===== src/rtl/acc_core.sv =====
module acc_core #(
  parameter int W = 8
) (
  input  logic         clk,
  input  logic         rst_n,
  output logic [W-1:0] mem_addr,
  output logic         mem_rd,
  output logic         mem_wr,
  output logic [W-1:0] mem_wdata,
  input  logic [W-1:0] mem_rdata,
  output logic         halted,
  output logic         illegal
);
  localparam logic [W-1:0] OP_LDA  = W'(8'h00);
  localparam logic [W-1:0] OP_STA  = W'(8'h01);
  localparam logic [W-1:0] OP_ADD  = W'(8'h02);
  localparam logic [W-1:0] OP_SUB  = W'(8'h03);
  localparam logic [W-1:0] OP_JNZ  = W'(8'h04);
  localparam logic [W-1:0] OP_HLT  = W'(8'h05);
  localparam logic [W-1:0] OP_LDB  = W'(8'h06);
  localparam logic [W-1:0] OP_LDAI = W'(8'h07);
  localparam logic [W-1:0] OP_ADDK = W'(8'h08);
  localparam logic [W-1:0] OP_ADBK = W'(8'h09);
  localparam logic [W-1:0] OP_STAI = W'(8'h0A);
  localparam logic [W-1:0] OP_SUBK = W'(8'h0B);
  localparam logic [W-1:0] STEP    = W'(2);

  typedef enum logic [2:0] {S_OP, S_ARG, S_DEC, S_EXE, S_MEM, S_HLT} st_t;

  st_t         st;
  logic [W-1:0] a_q, b_q, pc_q, op_q, arg_q;
  logic         z_q, ill_q;

  wire via_b  = (op_q == OP_LDAI) || (op_q == OP_STAI);
  wire needs_rd = (op_q == OP_LDA) || (op_q == OP_ADD) || (op_q == OP_SUB) ||
                  (op_q == OP_LDB) || (op_q == OP_LDAI);
  wire needs_wr = (op_q == OP_STA) || (op_q == OP_STAI);

  wire [W-1:0] opnd = (st == S_MEM) ? mem_rdata : arg_q;
  wire [W-1:0] sum  = a_q + opnd;
  wire [W-1:0] diff = a_q - opnd;
  wire [W-1:0] pc_next = pc_q + STEP;

  assign mem_rd    = (st == S_OP) || (st == S_ARG) || (st == S_EXE && needs_rd);
  assign mem_wr    = (st == S_EXE) && needs_wr;
  assign mem_addr  = (st == S_OP)  ? pc_q :
                     (st == S_ARG) ? pc_q + W'(1) :
                     via_b         ? b_q : arg_q;
  assign mem_wdata = a_q;
  assign halted    = (st == S_HLT);
  assign illegal   = ill_q;

  always_ff @(posedge clk) begin
    if (!rst_n) begin
      st    <= S_OP;
      a_q   <= '0;
      b_q   <= '0;
      pc_q  <= '0;
      op_q  <= '0;
      arg_q <= '0;
      z_q   <= 1'b0;
      ill_q <= 1'b0;
    end else begin
      case (st)
        S_OP:  st <= S_ARG;
        S_ARG: begin
          op_q <= mem_rdata;
          st   <= S_DEC;
        end
        S_DEC: begin
          arg_q <= mem_rdata;
          st    <= S_EXE;
        end
        S_EXE: begin
          st <= S_OP;
          case (op_q)
            OP_LDA, OP_ADD, OP_SUB, OP_LDB, OP_LDAI: st <= S_MEM;
            OP_STA, OP_STAI: pc_q <= pc_next;
            OP_ADDK: begin
              a_q  <= sum;
              z_q  <= (sum == '0);
              pc_q <= pc_next;
            end
            OP_SUBK: begin
              a_q  <= diff;
              z_q  <= (diff == '0);
              pc_q <= pc_next;
            end
            OP_ADBK: begin
              b_q  <= b_q + arg_q;
              pc_q <= pc_next;
            end
            OP_JNZ:  pc_q <= z_q ? pc_next : arg_q;
            OP_HLT:  st <= S_HLT;
            default: begin
              st    <= S_HLT;
              ill_q <= 1'b1;
            end
          endcase
        end
        S_MEM: begin
          case (op_q)
            OP_ADD: begin
              a_q <= sum;
              z_q <= (sum == '0);
            end
            OP_SUB: begin
              a_q <= diff;
              z_q <= (diff == '0);
            end
            OP_LDB:  b_q <= mem_rdata;
            default: a_q <= mem_rdata;
          endcase
          pc_q <= pc_next;
          st   <= S_OP;
        end
        default: st <= S_HLT;
      endcase
    end
  end
endmodule


===== config.mk =====
export PLATFORM = sky130hd
export DESIGN_NAME = acc_core
export DESIGN_NICKNAME = d
export VERILOG_FILES = /design/src/rtl/acc_core.sv
export SDC_FILE = /design/constraint.sdc
export NUM_CORES = 1
export LEC_CHECK = 0
export BUFFER_PORTS_ARGS = -buffer_cell sky130_fd_sc_hd__buf_2
export CAP_MARGIN = 10
export CORE_ASPECT_RATIO = 0.75
export CORE_UTILIZATION = 40
export CTS_CLUSTER_DIAMETER = 60
export DETAILED_ROUTE_END_ITERATION = 10
export GPL_ROUTABILITY_DRIVEN = 0
export PLACE_DENSITY = 0.63
export SLEW_MARGIN = 20
export SYNTH_ARGS = -nofsm -noshare
export SYNTH_HDL_FRONTEND = slang
export SYNTH_SLANG_ARGS = --single-unit
export TNS_END_PERCENT = 50

===== constraint.sdc =====
create_clock -name clk -period 3.15 [get_ports clk]
set_clock_uncertainty 0.1 [all_clocks]
set_input_delay 0.63 -clock clk [delete_from_list [all_inputs] [get_ports clk]]
set_output_delay 0.63 -clock clk [all_outputs]
set_load 0.005 [all_outputs]

Word-level counts from Yosys, hierarchy flattened
Index checks and enable logic that the tools add are counted.
{"block": "totals", "register_bits": 45, "latch_bits": 0, "ramBits": 0, "rom_bits": 0, "input_bits": 10, "out_inout_bits": 20, "elab_cells": 78, "mem_count": 0}
{"block": "classes", "n_addsub": 5, "mul": 0, "div_mod_pow": 0, "n_lt_le_gt_ge": 0, "n_eq_ne": 22, "shifts": 0, "mux": 18, "bitwise_logic": 1, "reduce_logical": 24}
{"operator": "$pmux W8 S2", "count": 5}
{"operator": "$mux W8", "count": 7}
{"operator": "$eq A8 B3 Y1 const B", "count": 4}
{"operator": "$eq A8 B4 Y1 const B", "count": 4}
{"operator": "$logic_not A8 Y1", "count": 3}
{"operator": "$pmux W8 S3", "count": 1}
{"operator": "$add A8 B8 Y8", "count": 2}
{"operator": "$eq A8 B2 Y1 const B", "count": 2}
{"operator": "$pmux W3 S5", "count": 1}
{"operator": "$reduce_or A12 Y1", "count": 1}
{"operator": "$reduce_or A5 Y1", "count": 2}
{"operator": "$reduce_and A3 Y1", "count": 3}
{"operator": "$add A8 B1 Y8 const B", "count": 1}
{"operator": "$add A8 B2 Y8 const B", "count": 1}
{"operator": "$eq A8 B1 Y1 const B", "count": 1}
{"operator": "$logic_or A1 B1 Y1", "count": 8}
{"operator": "$sub A8 B8 Y8", "count": 1}
{"operator": "$eq A3 B2 Y1 const B", "count": 2}
{"operator": "$eq A3 B3 Y1 const B", "count": 2}
{"operator": "$pmux W1 S2", "count": 3}
{"operator": "$pmux W3 S2", "count": 1}
{"operator": "$reduce_or A6 Y1", "count": 1}
{"operator": "$ne A2 B2 Y1 const B", "count": 2}
{"operator": "$reduce_and A2 Y1", "count": 2}
{"operator": "other kinds (9)", "count": 10}

Longest topological paths before layout
Gate-level depths: netlist of the first run.
{"block": "logic_depth", "word_depth": 7, "ltp_mapped": 16, "mapped_depth_nobuf": 13}

Worst setup path before layout of the first run
OpenSTA, ideal clock, no wires.
{"block": "synth_timing", "path_kind": "register to register", "from": "register st[2]", "to": "register a_q[7], in the netlist mem_wdata[7]", "setup_ps": 135, "arrival_time_ps": 3239, "required_time_ps": 2915, "slack_ps": -324, "path_stages_with_launch": 16, "n_path_buf": 4, "period_less_slack_ps": 3474, "cell_sequence": "dfxtp_1 buf_2 or3b_2 buf_4 clkbuf_1 nand2_1 nand2_1 ha_1 clkbuf_1 o211ai_1 o21ai_0 o31ai_1 xor2_1 nor4_1 a2111oi_0 o32ai_1"}
{"block": "synth_between", "elab_chain_cells": 5, "word_cells_on_any_way": 12, "classes_between": "add/sub (2); eq/ne (4); mux (4); reduce/logical (2)"}
{"item": "start: declaration", "line_no": "30", "source": "st_t st;"}
{"item": "start signal: assignment", "line_no": "55", "source": "st <= S_OP;"}
{"item": "start signal: assignment", "line_no": "65", "source": "S_OP: st <= S_ARG;"}
{"item": "start signal: assignment", "line_no": "68", "source": "st <= S_DEC;"}
{"item": "$eq A3 B3 Y1", "line_no": "39, 64"}
{"item": "$mux W8", "line_no": "39", "source": "wire [W-1:0] opnd = (st == S_MEM) ? mem_rdata : arg_q;"}
{"item": "$sub A8 B8 Y8 / $add A8 B8 Y8 (equally long branches)", "line_no": "41, 40"}
{"item": "$pmux W8 S3 / $pmux W8 S2 (equally long branches)", "line_no": "102, 76"}
{"item": "$pmux W8 S2", "line_no": "64", "source": "case (st)"}
{"item": "end signal: assignment", "line_no": "104", "source": "a_q <= sum;"}
{"item": "end signal: assignment", "line_no": "108", "source": "a_q <= diff;"}
{"item": "end signal: assignment", "line_no": "112", "source": "default: a_q <= mem_rdata;"}
{"item": "end: declaration", "line_no": "31", "source": "logic [W-1:0] a_q, b_q, pc_q, op_q, arg_q;"}
Several ways; a longest one is shown, not always the timed one.
A chain may end at the register's enable or synchronous reset.

Worst setup path in the final report of the first run
{"block": "layout_timing", "from": "register st[0]", "to": "register a_q[6], in the netlist mem_wdata[6]"}
Same word-level chain as after synthesis.

==> results of run 1 <==
## sequential cells by signal, indices dropped and copies added (netlist names)
register,count
st,3
op_q,8
mem_wdata,8
arg_q,8
z_q,1
pc_q,8
illegal,1
b_q,8
## final cells by class
class	count	area share, %
flip-flops and latches	45	20.2
well taps	128	3.58
repair buffers	61	8.71
inverters	27	2.27
multi-input cells	406	62.0
clock buffers	7	3.19
## worst max-delay path: stages (launching register included)
cell and delay, ns:
dfxtp_2 0.35, or3b_4 0.45, buf_4 0.18, nand2_1 0.06, nand2_1 0.08, ha_1 0.35
nor2b_1 0.19, a221oi_2 0.28, o311ai_2 0.15, buf_4 0.17, mux2i_1 0.13, o21ai_0 0.08
o21ai_0 0.19, a21oi_1 0.10
## power groups by stage
stage / Clock (W) / Combinational [W] / Sequential (W)
floorplan: 0 / 0.000507 / 0.000640
global placement: 0 / 0.000685 / 0.000657
detailed placement: 0 / 0.000695 / 0.000659
CTS: 0.000534 / 0.000713 / 0.000647
global route: 0.000562 / 0.000810 / 0.000656
finish: 0.000532 / 0.000743 / 0.000651
## final timing paths
path,start,endpoint,slack [ns]
hold reg to reg,illegal$_SDFFE_PN0P_,illegal$_SDFFE_PN0P_,0.37
setup / recovery,st[0]$_SDFF_PN0_,mem_wdata[6]$_SDFFE_PN0P_,0.13
hold / removal,illegal$_SDFFE_PN0P_,illegal$_SDFFE_PN0P_,0.37
setup reg to reg,st[0]$_SDFF_PN0_,mem_wdata[6]$_SDFFE_PN0P_,0.13
## through the flow
step           util [%]  setup slack, ns  TNS [ns]  instances
2_1_floorplan         -           0.0204         0        507
3_3_place_gp       45.9          0.00722         0        663
3_5_place_dp       45.9          -0.0807    -0.110        663
4_1_cts            47.9          0.00592         0        672
5_1_grt            48.8          -0.0155   -0.0155        674
6_report           48.8            0.129         0        674
## what timing repair did
action                                  in CTS  in global routing
gates resized for setup                      6                 16
endpoints found under the setup margin       2                 12
gates cloned                                 0                  1
pin swaps                                    5                  5
setup buffers                                2                  1
hold buffers                                 0                  0
## cells by family after synthesis
kind of cell,count (synthesis)
AND/OR/NAND/NOR,194
AO/OA/AOI/OAI,126
buffers and inverters,57
flip-flops,45
multiplexers,33
adder cells (fa/ha/maj),28
XOR/XNOR,24
## per-layer routing
| layer | GRT usage (%) | part of all wire, % | vias up |
|---|---|---|---|
| li1 | - | - | 1873 |
| met1 | 34.8 | 52 | 1773 |
| met2 | 34.1 | 42 | 142 |
| met3 | 3.08 | 6.1 | 9 |
| met4 | 3.66 | 0.51 | 0 |
| met5 | 0 | 0 | - |
## synth_stat cells (all sizes together) (8+ instances only)
cell type  count
a21oi         27
buf           10
clkbuf        20
dfxtp         45
ha            25
inv           26
mux2i         32
nand2         62
nand2b        10
nand3         11
nor2          60
nor2b          8
nor3           9
o21ai         40
xnor2         17
==> impl_metrics.tcl, run 1 <==
set metrics [dict create \
    synth_compound_area_share_pct 21.1 \
    hold_path.class "reg2reg" \
    finalCritPeriodShare_pct 95.9 \
    setup_viol 0 \
    layout_common_cells "nand2_1, nor2_1, dfxtp_1" \
    ys_async_sr_fraction_pct 0 \
    start_util_pct 41.5 \
    cts.htree.levels 2 \
    cell_internal_pwr_w 0.00123 \
    yosysUniqueCellTypes 63 \
    drive_gt1_share_pct 18.1 \
    dieArea_mm2 0.00991 \
    required_ns 3.18 \
    grt_pass1_wl_um 17900 \
    yosysTopAreaCellShare_pct 23.7 \
    cts_buffer_depth 2 \
    die_w_um 115 \
    synth_xor_area_share_pct 5.72 \
    cellPowerDensity_mw_per_mm2 431 \
    rows 30 \
    drtAntennaViolNets 0 \
    p_sw_share_pct 36.0 \
    start_kind "flop" \
    status "finished, final reports clean" \
    final_common_cell "nand2_1" \
    power_frac_seq_pct 33.8 \
    synth_edf_count 0 \
    first_global_vias 3495 \
    cts_tree "built" \
    drt_iter0_drc 309 \
    combPwrFrac_pct 38.6 \
    drc 0 \
    wl_um 11000 \
    mappedNetlistArea_mm2 0.00380 \
    clock_latency_ns 0.29 \
    finalInstanceArea_mm2 0.00447 \
    worst_pin_slew_ns 1.01 \
    synth.area.top_cells "dfxtp_1, mux2i_1, ha_1" \
    worstHoldPathCells 2 \
    cts_root_buf "clkbuf_16" \
    vias 3797 \
    cp.arrival_ns 3.05 \
    syn_area_per_cell_um2 7.50 \
    final_max_slew_viol_count 0 \
    pwr-share-clk_pct 27.6 \
    drt-pass1-iter-count 5 \
    ios 30 \
    hold_viol 0 \
    port_buffers 29 \
    place_area_mm2 0.00420 \
    overflow 0 \
    synthSimpleGateAreaFrac_pct 24.7 \
    nets 584 \
    yosys.area.top_type "dfxtp_1" \
    synthAdderAreaFrac_pct 9.80 \
    maxCapViolCount 0 \
    synth_warnings 0 \
    via_per_inst 5.63 \
    clock.fmax_mhz 331 \
    yosysSeqAreaShare_pct 23.7 \
    rsz0062_at_grt "yes" \
    grt_max_degree 36 \
    clock_sinks 45 \
    grt_usage_pct 22.7 \
    leakagePower_nw 1.84 \
    syn_nets 545 \
    synth_mux_area_share_pct 8.71 \
    critPathMaxFanout 6 \
    peakVddDrop_mv 0.204 \
    synth-main-ff-cell "dfxtp_1" \
    antenna_found_initial 0 \
    ff_latch_area_um2 905 \
    synthCells 507 \
    yosys_register_bits 45 \
    wire_per_inst_um 16.4 \
    r2r_cells 13 \
    end_kind "flop" \
    relSlewSlack_pct 32.5 \
    dieHeight_um 86.5 \
    total_power_w 0.00193 \
    netSwitchingPower_w 0.000693 \
    whs_ns 0.372 \
    antennaDiodeCount 0 \
    cts_inserted_buffers 5 \
    dp_hpwl_um 8310 \
    min_period_ns 3.02 \
    synth_top_family_by_area "simple AND/OR/NAND/NOR gates" \
    path_class "reg2reg" \
    clk_pin_slew_worst_paths_ns 0.06 \
    core_area_mm2 0.00916 \
    area_growth_pct 17.5 \
    fillCellCount 932 \
    multi_input_area_mm2 0.00277 \
]
(Power assumes the default switching activity.)
==> run 2: changes to the inputs <==
--- a/config.mk
+++ b/config.mk
@@ -12,7 +12,7 @@
 export CTS_CLUSTER_DIAMETER = 60
 export DETAILED_ROUTE_END_ITERATION = 10
 export GPL_ROUTABILITY_DRIVEN = 0
-export PLACE_DENSITY = 0.63
+export PLACE_DENSITY_LB_ADDON = 0.3
 export SLEW_MARGIN = 20
 export SYNTH_ARGS = -nofsm -noshare
 export SYNTH_HDL_FRONTEND = slang
==> run 2 against run 1 <==
Compared with the run above:
- design area fell by 1.8%
- cell count fell by 0.45%
- critical path depth fell by 2
- critical endpoint is now mem_wdata[7]$_SDFFE_PN0P_
- first-iteration DRC count rose by 16%
- utilization fell by 0.87 points
- via count rose by 1.4%
- non-clock buffer count fell by 3
- power fell by 0.64%
==> impl_metrics.tcl, run 2 (synthesis gave the netlist of run 1 again) <==
set metrics [dict create \
    final_max_slew_viol_count 0 \
    required_ns 3.23 \
    cts.htree.levels 2 \
    nets 580 \
    cts_buffer_depth 2 \
    relSlewSlack_pct 53.4 \
    hold_path.class "reg2reg" \
    layout_common_cells "nand2_1, nor2_1, dfxtp_1" \
    cp.arrival_ns 3.15 \
    die_w_um 115 \
    port_buffers 29 \
    maxCapViolCount 0 \
    setup_viol 0 \
    grt_pass1_wl_um 17900 \
    grt_usage_pct 23.1 \
    vias 3851 \
    grt_max_degree 36 \
    end_kind "flop" \
    ios 30 \
    fillCellCount 914 \
    dp_hpwl_um 8310 \
    drt-pass1-iter-count 5 \
    via_per_inst 5.74 \
    drtAntennaViolNets 0 \
    worst_pin_slew_ns 0.699 \
    tns_ns 0 \
    first_global_vias 3609 \
    wl_um 10900 \
    drt_iter0_drc 359 \
    final_common_cell "nand2_1" \
    place_area_mm2 0.00418 \
    slowest_delay_ns 0.46 \
    dieHeight_um 86.5 \
    finalCritPeriodShare_pct 97.6 \
    peakVddDrop_mv 0.205 \
    finalInstanceArea_mm2 0.00439 \
    start_util_pct 41.5 \
    cts_root_buf "clkbuf_16" \
    rows 30 \
    cts_hold_buf 0 \
    cellPowerDensity_mw_per_mm2 436 \
    drive_gt1_share_pct 16.6 \
    antennaDiodeCount 0 \
    start_kind "flop" \
    clock_sinks 45 \
    status "finished, final reports clean" \
    overflow 0 \
    min_period_ns 3.07 \
    path_class "reg2reg" \
    cpMaxStageDelayCell "or3b_4" \
    path_cells "or3b_4 -> nand2_1 -> nand2_1 -> ha_1 -> inv_1 -> o311a_1 -> o22a_1 -> xor2_1 -> nor3_1 -> a2111oi_1 -> o32ai_1" \
    core_area_mm2 0.00916 \
    clock_latency_ns 0.29 \
    leakagePower_nw 1.82 \
    hold_viol 0 \
    crit_top_cell "nand2_1" \
    dieArea_mm2 0.00991 \
    critPathMaxFanout 8 \
    clk_pin_slew_worst_paths_ns 0.07 \
    cts_inserted_buffers 5 \
    wire_per_inst_um 16.3 \
    drc 0 \
    cts_tree "built" \
    clock.fmax_mhz 325 \
    antenna_found_initial 0 \
    rsz0062_at_grt "yes" \
    area_growth_pct 15.4 \
]
==> run 2: where the power goes <==
group | total [W] | switching [W] | internal (W)
logic | 0.000736 | 0.000415 | 0.000320
clock network | 0.000526 | 0.000234 | 0.000292
registers | 0.000653 | 0.0000514 | 0.000601
total | 0.00191 | 0.000700 | 0.00121
==> run 2: final cells by class <==
cell class | instances | area, um2 | area share [%]
Inverter | 27 | 101 | 2.31
Clock buffer | 6 | 129 | 2.94
Clock inverter | 2 | 10.0 | 0.228
Sequential cell | 45 | 901 | 20.5
Tap cell | 128 | 160 | 3.65
Timing Repair Buffer | 58 | 363 | 8.27
Multi-Input combinational cell | 405 | 2730 | 62.1
==> run 2: final timing paths <==
path                                      startpoint                        end  slack [ns]  depth (start not counted)
worst max-delay path                st[1]$_SDFF_PN0_  mem_wdata[7]$_SDFFE_PN0P_        0.08                         11
worst max register to register      st[1]$_SDFF_PN0_  mem_wdata[7]$_SDFFE_PN0P_        0.08                         11
worst min register to register  illegal$_SDFFE_PN0P_       illegal$_SDFFE_PN0P_        0.37                          2
worst min-delay path            illegal$_SDFFE_PN0P_       illegal$_SDFFE_PN0P_        0.37                          2
==> run 2: layer usage <==
layer / global-route usage, % / vias up / wire, um
met5: 0 / - / 0
met4: 6.97 / 0 / 183
met3: 3.29 / 16 / 715
met2: 35.5 / 150 / 4730
met1: 33.3 / 1826 / 5300
li1: - / 1859 / -
==> run 2: critical path, delay by kind of cell (launching register included) <==
family,cells,cell delay [ns]
buf+inv,1,0.11
fa+ha+maj,1,0.37
simple gates,4,0.75
xor+xnor,1,0.20
flops,1,0.36
compound gates,4,1.07
==> run 2: per-stage QoR <==
stage          instances  total power, W  util, %  hold slack, ns  setup slack [ns]
6_report             671         0.00191     47.9           0.369            0.0754
5_1_grt              671         0.00203     47.9           0.406           -0.0680
4_1_cts              668         0.00189     47.2           0.378           0.00489
3_5_place_dp         660         0.00135     45.6           0.362           -0.0250
3_3_place_gp         659         0.00134     45.6           0.346            0.0116
2_1_floorplan        507         0.00115        -           0.360            0.0204
==> run 2: repair_timing <==
item                       in CTS  in global routing
gates resized for setup         1                 14
buffers inserted                0                  3
pin swaps                       0                  5
setup endpoints to repair       1                  8
==> run 3: changes to the inputs <==
--- a/config.mk
+++ b/config.mk
@@ -6,10 +6,11 @@
 export NUM_CORES = 1
 export LEC_CHECK = 0
 export BUFFER_PORTS_ARGS = -buffer_cell sky130_fd_sc_hd__buf_2
-export CAP_MARGIN = 10
+export CAP_MARGIN = 5
 export CORE_ASPECT_RATIO = 0.75
 export CORE_UTILIZATION = 40
 export CTS_CLUSTER_DIAMETER = 60
+export CTS_CLUSTER_SIZE = 10
 export DETAILED_ROUTE_END_ITERATION = 10
 export GPL_ROUTABILITY_DRIVEN = 0
 export PLACE_DENSITY_LB_ADDON = 0.3
==> constraint.sdc (replaced) <==
create_clock -name clk -period 2.7 [get_ports clk]
set_clock_uncertainty 0.1 [all_clocks]
set_input_delay 0.54 -clock clk [delete_from_list [all_inputs] [get_ports clk]]
set_output_delay 0.54 -clock clk [all_outputs]
set_load 0.005 [all_outputs]
==> run 3 against run 2 <==
Compared with the run above:
- the run now ends with negative setup slack left
- sequential share of layout area is 2.7 points lower
- power is 30% higher
- die area stayed put
- design area is 17% higher
- clock power is 21% higher
- register-to-register slack worse by 0.33 ns
==> impl_metrics.tcl, run 3 (synthesis gave the netlist of run 1 again) <==
set metrics [dict create \
    total_power_w 0.00249 \
    grt_max_degree 36 \
    cts_tree "built" \
    clk_pin_slew_worst_paths_ns 0.07 \
    cts.htree.levels 2 \
    nets 642 \
    clock.fmax_mhz 339 \
    layout_setup_ws_ns -0.254 \
    cts_root_buf "clkbuf_16" \
    grt_usage_pct 24.9 \
    cellPowerDensity_mw_per_mm2 485 \
    cts_buffer_depth 2 \
    antennaDiodeCount 0 \
    drtAntennaViolNets 0 \
    first_global_vias 3879 \
    drt-pass1-iter-count 5 \
    cpMaxStageDelayCell "or3b_4" \
    overflow 0 \
    fillCellCount 818 \
    maxCapViolCount 0 \
    area_growth_pct 34.9 \
    setup_viol 5 \
    wl_um 12400 \
    critPathMaxFanout 6 \
    via_per_inst 5.68 \
    relSlewSlack_pct 53.9 \
    end_kind "flop" \
    dieArea_mm2 0.00991 \
    drc 0 \
    leakagePower_nw 2.15 \
    layout_common_cells "buf_4, nor2_1, nand2_1" \
    cp.arrival_ns 3.06 \
    cp_num_buf_inv 1 \
    rows 30 \
    worst_pin_slew_ns 0.691 \
    drt_iter0_drc 354 \
    cts_inserted_buffers 5 \
    rsz0062_at_grt "yes" \
    final_max_slew_viol_count 0 \
    path_class "reg2reg" \
    final_common_cell "buf_4" \
    hold_viol 0 \
    clock_latency_ns 0.29 \
    crit_family "compound AO/OA/AOI/OAI gates" \
    min_period_ns 2.95 \
    drive_gt1_share_pct 30.7 \
    peakVddDrop_mv 0.274 \
    core_area_mm2 0.00916 \
    required_ns 2.80 \
    dp_hpwl_um 8790 \
    hold_path.class "reg2reg" \
    start_util_pct 41.5 \
    path_cells "or3b_4 -> nand2_2 -> nand2_2 -> ha_4 -> nor2_1 -> o311a_1 -> o22a_1 -> buf_4 -> mux2i_2 -> xor2_1 -> nor2_1 -> o32ai_1" \
    whs_ns 0.374 \
    slowest_delay_ns 0.49 \
    wire_per_inst_um 17.0 \
    clock_sinks 45 \
    status "complete, but fails checks" \
    die_w_um 115 \
    failed_checks "negative setup slack" \
    grt_pass1_wl_um 19400 \
    antenna_found_initial 0 \
    finalCritPeriodShare_pct 109 \
    dieHeight_um 86.5 \
    vias 4160 \
    port_buffers 29 \
    start_kind "flop" \
    ios 30 \
]
## run 3: changes by cell type in the layout (fill, tap and decap cells not counted), sizes merged
cell	before	now
clkbuf	6	5
buf	58	119
clkinv	3	2
clkinvlp	0	1
inv	26	27
or3b	2	3
## run 3: report_power, final
| part | total (W) | internal [W] | switching [W] |
|---|---|---|---|
| logic | 0.00108 | 0.000529 | 0.000555 |
| clock network | 0.000636 | 0.000345 | 0.000290 |
| registers | 0.000768 | 0.000704 | 0.0000643 |
## run 3: repair_timing
| action | CTS | global route |
|---|---|---|
| setup endpoints to repair | 8 | 16 |
| hold buffers | 0 | 0 |
| resized for setup | 27 | 36 |
| setup buffers | 9 | 8 |
| cloned | 1 | 0 |
| pin swaps | 11 | 20 |
## run 3: path summary, 6_finish.rpt
check | from | to | slack (ns) | cells after the start
worst min-delay path | illegal$_SDFFE_PN0P_ | illegal$_SDFFE_PN0P_ | 0.37 | 2
worst max-delay path | st[1]$_SDFF_PN0_ | mem_wdata[7]$_SDFFE_PN0P_ | -0.25 | 12
worst max register to register | st[1]$_SDFF_PN0_ | mem_wdata[7]$_SDFFE_PN0P_ | -0.25 | 12
worst min register to register | illegal$_SDFFE_PN0P_ | illegal$_SDFFE_PN0P_ | 0.37 | 2
## run 3: layout make-up
type / instances / area [um2] / area share [%]
multi-input combinational: 406 / 2950 / 57.4
clock inverter: 3 / 21.3 / 0.414
sequential: 45 / 915 / 17.8
timing repair buffer: 119 / 861 / 16.8
tap: 128 / 160 / 3.12
inverter: 27 / 104 / 2.02
clock buffer: 5 / 125 / 2.44
## run 3: routing by layer
layer | wire length [um] | track usage [%]
met4 | 152 | 4.25
met2 | 5420 | 39.0
met3 | 852 | 5.52
met1 | 6010 | 35.5
met5 | 0 | 0
## run 3: through the flow
stage | setup slack (ns) | util (%) | TNS, ns | area (um2) | instances
2_1_floorplan | -0.375 | - | -0.914 | 3900 | 507
3_3_place_gp | -0.309 | 50.1 | -1.29 | 4590 | 707
3_5_place_dp | -0.467 | 50.1 | -1.68 | 4590 | 707
4_1_cts | -0.225 | 53.9 | -0.968 | 4930 | 725
5_1_grt | -0.355 | 56.0 | -1.58 | 5130 | 733
6_report | -0.254 | 56.0 | -0.891 | 5130 | 733
## run 3: tightest hold or removal path, delay by kind of cell, from the launching register on
family          cells  cell delay [ns]
simple gates        1             0.07
compound gates      1             0.04
flops               1             0.33
